<file path="src/rtl/blk_tester_pkg.sv">
package blk_tester_pkg;

  typedef enum logic [2:0] {
    ST_IDLE   = 3'd0,
    ST_WR     = 3'd1,
    ST_RD_ADR = 3'd2,
    ST_RD_CMP = 3'd3,
    ST_REPORT = 3'd4,
    ST_FINISH = 3'd5
  } tst_state_e;

  function automatic int idx_bits(input int n);
    return (n > 1) ? $clog2(n) : 1;
  endfunction

endpackage

</file>
<file path="src/rtl/blk_addr_seq.sv">
module blk_addr_seq #(
  parameter int ADDR_W = 8
) (
  input  logic              clk,
  input  logic              rst_n,
  input  logic              clr,
  input  logic              inc,
  output logic [ADDR_W-1:0] addr,
  output logic              at_top
);

  logic [ADDR_W-1:0] addr_q, addr_d;

  always_comb begin
    addr_d = addr_q;
    if (clr)      addr_d = '0;
    else if (inc) addr_d = addr_q + 1'b1;
  end

  always_ff @(posedge clk or negedge rst_n) begin
    if (!rst_n) addr_q <= '0;
    else        addr_q <= addr_d;
  end

  assign addr   = addr_q;
  assign at_top = &addr_q;

  // addresses step upward by exactly one
  a_r2_addr_step: assert property (@(posedge clk) disable iff (!rst_n)
    (inc && !clr && !at_top) |=> (addr == ADDR_W'($past(addr) + 1'b1)));

endmodule

</file>
<file path="src/rtl/blk_cmp_mask.sv">
module blk_cmp_mask #(
  parameter int DATA_W = 32,
  parameter int BLK_W  = 4,
  localparam int NBLK  = DATA_W / BLK_W
) (
  input  logic [DATA_W-1:0] rdata,
  input  logic              bg,
  output logic [NBLK-1:0]   miss
);

  for (genvar b = 0; b < NBLK; b++) begin : g_blk
    assign miss[b] = (rdata[b*BLK_W +: BLK_W] != {BLK_W{bg}});
  end

endmodule

</file>
<file path="src/rtl/blk_fault_ser.sv">
module blk_fault_ser #(
  parameter int NBLK  = 8,
  localparam int IDX_W = blk_tester_pkg::idx_bits(NBLK)
) (
  input  logic             clk,
  input  logic             rst_n,
  input  logic             load,
  input  logic [NBLK-1:0]  mask_in,
  input  logic             pop,
  output logic [IDX_W-1:0] idx,
  output logic             last
);

  logic [NBLK-1:0] mask_q, mask_d, pick;

  always_comb begin
    idx = '0;
    for (int b = NBLK - 1; b >= 0; b--) begin
      if (mask_q[b]) idx = IDX_W'(b);
    end
  end

  always_comb begin
    pick = '0;
    pick[idx] = mask_q[idx];
  end

  assign last = ((mask_q & ~pick) == '0);

  always_comb begin
    mask_d = mask_q;
    if (load)     mask_d = mask_in;
    else if (pop) mask_d = mask_q & ~pick;
  end

  always_ff @(posedge clk or negedge rst_n) begin
    if (!rst_n) mask_q <= '0;
    else        mask_q <= mask_d;
  end

  // each report names a block that is still pending
  a_r5_idx_pending: assert property (@(posedge clk) disable iff (!rst_n)
    pop |-> mask_q[idx]);

  // each report retires exactly one pending block
  a_r5_countdown: assert property (@(posedge clk) disable iff (!rst_n)
    (pop && !load) |=> ($countones(mask_q) == $countones($past(mask_q)) - 1));

endmodule

</file>
<file path="src/rtl/blk_mem_tester.sv">
module blk_mem_tester #(
  parameter int ADDR_W = 8,
  parameter int DATA_W = 32,
  parameter int BLK_W  = 4,
  localparam int NBLK  = DATA_W / BLK_W,
  localparam int IDX_W = blk_tester_pkg::idx_bits(NBLK)
) (
  input  logic              clk,
  input  logic              rst_n,
  input  logic              test_en,
  output logic [ADDR_W-1:0] mem_addr,
  output logic              mem_we,
  output logic [DATA_W-1:0] mem_wdata,
  input  logic [DATA_W-1:0] mem_rdata,
  output logic              flt_valid,
  output logic [ADDR_W-1:0] flt_row,
  output logic [IDX_W-1:0]  flt_blk,
  output logic              done,
  output logic              fail
);

  import blk_tester_pkg::*;

  tst_state_e state_q, state_d;
  logic bg_q, bg_d, fail_q, fail_d;
  logic [ADDR_W-1:0] addr;
  logic at_top;
  logic [NBLK-1:0] miss;
  logic ser_last;
  logic start, any_miss, rd_adv, adv, addr_clr, addr_inc;

  assign start    = (state_q == ST_IDLE) && test_en;
  assign any_miss = |miss;
  assign rd_adv   = ((state_q == ST_RD_CMP) && !any_miss) ||
                    ((state_q == ST_REPORT) && ser_last);
  assign adv      = (state_q == ST_WR) || rd_adv;
  assign addr_clr = start || !test_en || (adv && at_top);
  assign addr_inc = adv && !at_top;

  blk_addr_seq #(.ADDR_W(ADDR_W)) u_addr (
    .clk(clk), .rst_n(rst_n), .clr(addr_clr), .inc(addr_inc),
    .addr(addr), .at_top(at_top)
  );

  blk_cmp_mask #(.DATA_W(DATA_W), .BLK_W(BLK_W)) u_cmp (
    .rdata(mem_rdata), .bg(bg_q), .miss(miss)
  );

  blk_fault_ser #(.NBLK(NBLK)) u_ser (
    .clk(clk), .rst_n(rst_n),
    .load(state_q == ST_RD_CMP), .mask_in(miss),
    .pop(state_q == ST_REPORT), .idx(flt_blk), .last(ser_last)
  );

  always_comb begin
    state_d = state_q;
    unique case (state_q)
      ST_IDLE:   if (test_en) state_d = ST_WR;
      ST_WR:     if (at_top) state_d = ST_RD_ADR;
      ST_RD_ADR: state_d = ST_RD_CMP;
      ST_RD_CMP: begin
        if (any_miss)    state_d = ST_REPORT;
        else if (at_top) state_d = bg_q ? ST_WR : ST_FINISH;
        else             state_d = ST_RD_ADR;
      end
      ST_REPORT: begin
        if (ser_last) begin
          if (at_top) state_d = bg_q ? ST_WR : ST_FINISH;
          else        state_d = ST_RD_ADR;
        end
      end
      ST_FINISH: state_d = ST_FINISH;
      default:   state_d = ST_IDLE;
    endcase
    if (!test_en) state_d = ST_IDLE;
  end

  always_comb begin
    bg_d = bg_q;
    if (start)                        bg_d = 1'b1;
    else if (rd_adv && at_top && bg_q) bg_d = 1'b0;
  end

  always_comb begin
    fail_d = fail_q;
    if (start)                                   fail_d = 1'b0;
    else if ((state_q == ST_RD_CMP) && any_miss) fail_d = 1'b1;
  end

  always_ff @(posedge clk or negedge rst_n) begin
    if (!rst_n) begin
      state_q <= ST_IDLE;
      bg_q    <= 1'b1;
      fail_q  <= 1'b0;
    end else begin
      state_q <= state_d;
      bg_q    <= bg_d;
      fail_q  <= fail_d;
    end
  end

  assign mem_addr  = addr;
  assign mem_we    = (state_q == ST_WR);
  assign mem_wdata = {DATA_W{bg_q}};
  assign flt_valid = (state_q == ST_REPORT);
  assign flt_row   = addr;
  assign done      = (state_q == ST_FINISH);
  assign fail      = fail_q;

  // dropping test mode stops writes and clears done on the next cycle
  a_r9_abort_quiet: assert property (@(posedge clk) disable iff (!rst_n)
    !test_en |=> (!mem_we && !done));

  // once finished, no memory writes and no reports
  a_r7_done_quiet: assert property (@(posedge clk) disable iff (!rst_n)
    done |-> (!mem_we && !flt_valid));

  // fail holds until a new run starts
  a_r8_fail_sticky: assert property (@(posedge clk) disable iff (!rst_n)
    (fail && !start) |=> fail);

  // a report is never shown without fail set
  a_r8_report_sets_fail: assert property (@(posedge clk) disable iff (!rst_n)
    flt_valid |-> fail);

endmodule

</file>
<file path="config.mk">
export PLATFORM = sky130hd
export DESIGN_NAME = blk_mem_tester
export DESIGN_NICKNAME = d
export VERILOG_FILES = /design/src/rtl/blk_tester_pkg.sv /design/src/rtl/blk_addr_seq.sv /design/src/rtl/blk_cmp_mask.sv /design/src/rtl/blk_fault_ser.sv /design/src/rtl/blk_mem_tester.sv
export SDC_FILE = /design/constraint.sdc
export NUM_CORES = 1
export LEC_CHECK = 0
export BUFFER_PORTS_ARGS = -buffer_cell sky130_fd_sc_hd__clkbuf_2
export CORE_MARGIN = 10
export CORE_UTILIZATION = 35
export CTS_CLUSTER_DIAMETER = 60
export DETAILED_ROUTE_END_ITERATION = 10
export HOLD_SLACK_MARGIN = 0.08
export PLACE_DENSITY = 0.72
export REMOVE_ABC_BUFFERS = 1
export SLEW_MARGIN = 15
export SYNTH_ARGS = -nofsm -noshare
export SYNTH_HDL_FRONTEND = slang
export SYNTH_SLANG_ARGS = --single-unit
</file>
<file path="constraint.sdc">
create_clock -name clk -period 4.82 [get_ports clk]
set_clock_uncertainty 0.1 [all_clocks]
set_input_delay 0.482 -clock clk [delete_from_list [all_inputs] [get_ports clk]]
set_output_delay 0.482 -clock clk [all_outputs]
set_load 0.01 [all_outputs]
</file>
# == After elaboration in Yosys (flattened, before gate mapping) ==
# Index checks and enable logic that the tools add are counted.
# word_totals
register_bits,21
wordCells,78
out_inout_bits,55
# classes
add_sub_neg,1
mux,27
n_bitwise,3
reduce_logical,25
eq_ne,15
magnitude_cmp,2
# ops
op,count
$mux W3,14
$mux W8,4
$ne A4 B4 Y1,8
$pmux W3 S6,1
$and A8 B8 Y8,2
$logic_and A1 B1 Y1,9
$add A8 B1 Y8 const B,1
$logic_not A8 Y1,1
$not A8 Y8,1
$reduce_and A8 Y1,1
$reduce_bool A2 Y1,4
$reduce_or A8 Y1,1
$eq A3 B2 Y1 const B,2
$eq A3 B3 Y1 const B,2
$mux W1,6
$ne A3 B2 Y1 const B,2
$logic_or A1 B1 Y1,4
$lt A3 B4 Y1 const B,1
$bmux W1 S3,1
$demux W1 S3,1
$eq A3 B1 Y1 const B,1
$ge A3 B1 Y1 const B,1
$logic_not A1 Y1,3
$logic_not A3 Y1,1
$reduce_and A2 Y1,1

# == Longest topological paths before layout ==
# logic_depth
ltp_word,22
ltp_mapped,8
depth_no_buf,7

# == Cells and area by module ==
# From an unflattened synthesis, not the netlist that was laid out.
# hier_totals
cells_unflattened,220
area_unflattened_um2,1949.4
# by_module_without_submodules
mod,area_each_um2,instances,seq_area_each_um2,cells_each
blk_mem_tester,745.7,1,126.4,97
blk_fault_ser,538.0,1,200.2,59
blk_addr_seq,396.6,1,200.2,39
blk_cmp_mask,269.0,1,0.0,25

# == Worst setup path after synthesis ==
# OpenSTA, ideal clock, no wires.
# synth_path
kind,reg2reg
from,reg bg_q
to,"reg u_addr.addr_q[6], in the netlist u_addr.addr[6]"
path_stages_with_launch,9
t_arrival_ns,2.416
n_path_buf,2
setup_time_ns,0.125
required_time_ns,4.595
setup_slack_ns,2.179
cell_sequence,dfstp_2 > buf_6 > clkbuf_1 > nand4_1 > mux2i_1 > nand4_2 > nor3_4 > o21ai_2 > mux2_4
# synth_via
elab_chain_len,9
# synth_lines
item,line_no,text
"start, declared",blk_mem_tester.sv:25,"logic bg_q, bg_d, fail_q, fail_d;"
"start signal, assigned",blk_mem_tester.sv:97,bg_q <= bg_d;
$ne A4 B4 Y1,blk_cmp_mask.sv:12,assign miss[b] = (rdata[b*BLK_W +: BLK_W] != {BLK_W{bg}});
$reduce_or A8 Y1 (*),blk_mem_tester.sv:33,assign any_miss = |miss;
$logic_not A1 Y1 (*),blk_mem_tester.sv:34,assign rd_adv = ((state_q == ST_RD_CMP) && !any_miss) ||
$logic_and A1 B1 Y1 (*),blk_mem_tester.sv:34,
$logic_or A1 B1 Y1 (*),blk_mem_tester.sv:34,
$logic_or A1 B1 Y1 (*),blk_mem_tester.sv:36,assign adv = (state_q == ST_WR) || rd_adv;
$logic_and A1 B1 Y1,blk_mem_tester.sv:37,assign addr_clr = start || !test_en || (adv && at_top);
$logic_or A1 B1 Y1,blk_mem_tester.sv:37,
$mux W8 / $reduce_bool A2 Y1 (equally long branches),-,
"end signal, assigned",blk_addr_seq.sv:22,else addr_q <= addr_d;
"end, declared",blk_addr_seq.sv:12,"logic [ADDR_W-1:0] addr_q, addr_d;"
# Mark *: on every way between the ends. The rest lies on a longest branch, timed or not.
# A chain may end at the register's enable or synchronous reset.

# == Worst setup path in the final report ==
# Ends and elaborated chain as after synthesis.

==> results by group <==
Run status
  • Status: finished, final reports clean

Clock network
  • Hold_buf cts: 0
  • CTS tree: yes
  • CTS sink cnt: 21
  • Post-CTS setup buffer count: 0
  • H-Tree Level Count: 1
  • Num CTS Buffers: 3
  • Later-pin clock latency in the skew report: between 200 and 300 ps
  • Clock Path Buffers: 2
  • Clk root buf: clkbuf_8
  • Post-CTS sizing: 0
  • Reg clk slew, reported paths: 80 ps

Setup path
  • Crit path capture type: register
  • Max incr delay on CP: 1010 ps
  • Crit-path max FO: 51
  • Buf/Inv on CP: 0
  • CP max-delay cell: dfstp_2
  • CP Data Required Time: 4880 ps
  • Arrival @ worst endpoint: ~2800 ps
  • Cell family with most CP delay: flip-flops
  • CP Cell Sequence: nand4_1, mux2i_4, nand4_2, nor3_4, o21ai_2, mux2_4
  • Startpoint types: register
  • Worst Setup Path Type: register to register

Timing
  • Fin crit period: 2750 ps
  • Setup TNS: 0 ps
  • Fmax: 0.364 GHz
  • Slew @ Worst Pin: 726 ps
  • Final setup violation count: 0
  • Unrepaired setup endpoints after global routing: no
  • Final Cycle Share: 0.570
  • Relative slew slack: 0.516
  • Max Slew Vio Count: 0
  • Hold Violations, Final: 0
  • Final setup margin: between 2000 and 2500 ps

Cells and area
  • P&R area growth vs syn: 13.1%
  • Fin util: 0.407
  • Antenna Cells: 0
  • Nets@finish: 310
  • Non-filler cells, final: 343
  • Share of cells above drive strength 1: 0.377
  • Fillers: 524

Global routing
  • Global-route wire length before repair: 8.15 mm
  • Vias in the first global route: 1,723
  • Largest net degree at the start of global routing: 52
  • GRT overflow: 0
  • Initial antenna violation count: 0
  • Gr usage total: 0.113

Logic synthesis
  • Synth cell count leaders: 40 x buf_4, 26 x nor2_1, 22 x o21ai_0
  • Unique cell type count in the Yosys netlist: 45
  • EDFF count, synth: 0
  • Yosys warns: 0
  • Top-area cell type share of the netlist area: 0.272
  • Cell area after synthesis: 1840 sq um
  • Sequential fraction of the synthesis area: 0.287
  • Seq cells post-synth: 21
  • Synth area leaders: dfrtp_1 27%, buf_4 16%, o21ai_0 6.0%, nor2_1 5.3%, mux2i_1 4.4%
  • Synth Instances: 228
  • Dominant synthesized flop cell: dfrtp_1
  • Avg Synthesized Cell Area: between 8 and 9 sq um
  • Yosys top cell by area: dfrtp_1
  • Most common cell in the synthesized netlist: buf_4
  • FFs w/ async S/R, synth: 1.00

Placement
  • Placed cells: 339
  • Setup WS pre-CTS: 2060 ps
  • GP Congestion: 0.857
  • Final HPWL DP: 3.95 mm
  • Count of input and output buffers: 89

Die
  • Row count: 26
  • Starting density of the core: 0.360
  • Die X: 92.5 microns
  • DIE HEIGHT: slightly above 90 microns
  • Ports: 90
  • Core area: 5110 sq um
  • Die ar.: roughly 8500 sq um

Routing
  • WL final: just under 5 mm
  • Via density: 5.05
  • DRC viols: 0
  • Routed vias: ~1,700
  • DR iter-0 viols: 152
  • Pre-Repair DR Iteration Count: 4
  • DRT antenna net count: 0
  • WL per Instance: 14.3 microns

Power
  • Power density cells: around 380 nW/um^2
  • Peak supply drop: 0.173 mV
  • Lkg Pwr: just over 0.001 uW

Worst hold path
  • Worst min-delay path category: input port to async pin

Flow run
  • Max cap viols: 0
[sequential cells by signal, summed over array words and instances, names as in the netlist]
| register | cells |
|---|---|
| u_addr.addr | 8 |
| bg_q | 1 |
| fail | 1 |
| state_q | 3 |
| u_ser.mask_q | 8 |
[path summary, 6_finish.rpt]
| check | startpoint | endpoint | slack [ps] | cells after the start |
|---|---|---|---|---|
| max | bg_q | u_addr.addr[6] | 2070 | 6 |
| min | rst_n | u_addr.addr[2] | 80 | 1 |
| max reg2reg | bg_q | u_addr.addr[6] | 2070 | 6 |
| min reg2reg | fail | fail | 440 | 2 |
| max in group asynchronous | rst_n | state_q[2] | 4170 | 1 |
| min in group clk | fail | fail | 440 | 2 |
[stage by stage]
| stage | hold slack [ps] | cell area [sq um] | total power [uW] |
|---|---|---|---|
| 5_1_grt | 126 | 2080 | 873 |
| 3_3_place_gp | 391 | 2030 | 668 |
| 4_1_cts | 95.6 | 2080 | 799 |
| 6_report | 82.7 | 2080 | 795 |
| 3_5_place_dp | 388 | 2030 | 679 |
| 2_1_floorplan | 86.4 | 1500 | 546 |
[area by class of cell]
class                   count  area [sq um]  area share
flip-flops and latches     21           527       0.253
inverters                  10          37.5      0.0181
multi-input cells         149           935       0.450
repair buffers             89           445       0.214
well taps                  70          87.6      0.0421
clock buffers               3          41.3      0.0199
clock inverters             1          5.00     0.00241
[power by group]
group	switching, uW	leakage, uW	internal [uW]
sequential	95.6	0.000269	231
combinational	204	0.000719	147
clock	59.9	0.0000255	57.7
total	359	0.00101	436
[placed cells by master, fill, tap and decap left out, types with 3 or more instances in the layout]
cell type   n
clkbuf_2   89
dfrtp_1    20
nand4_1     9
clkbuf_8    3
inv_1      10
a32o_1      3
a21oi_1     6
nor2_1     26
a211o_1     3
or4_1       8
nor3_1      6
mux2i_1     8
o21ai_0    22
nand3_1     5
nand2b_1    4
o22ai_1     3
nand2_1    11
[cells by family (layout without fill, tap and decap cells)]
logic type / after synthesis / count (layout) / synth area share
AOI/OAI and AO/OA: 56 / 56 / 0.198
buffers and inverters: 58 / 103 / 0.205
muxes: 10 / 10 / 0.0640
adders and majority gates: 1 / 1 / 0.00681
and+or+nand+nor: 82 / 82 / 0.240
DFF: 21 / 21 / 0.287
[per-layer routing]
layer | share of wire | vias up | GRT usage
met5 | 0 | - | 0
met4 | 0.011 | 0 | 0.0411
met3 | 0.089 | 4 | 0.0339
met2 | 0.51 | 65 | 0.199
met1 | 0.39 | 778 | 0.125
li1 | - | 884 | -
Power figures use the tool's default switching activity.
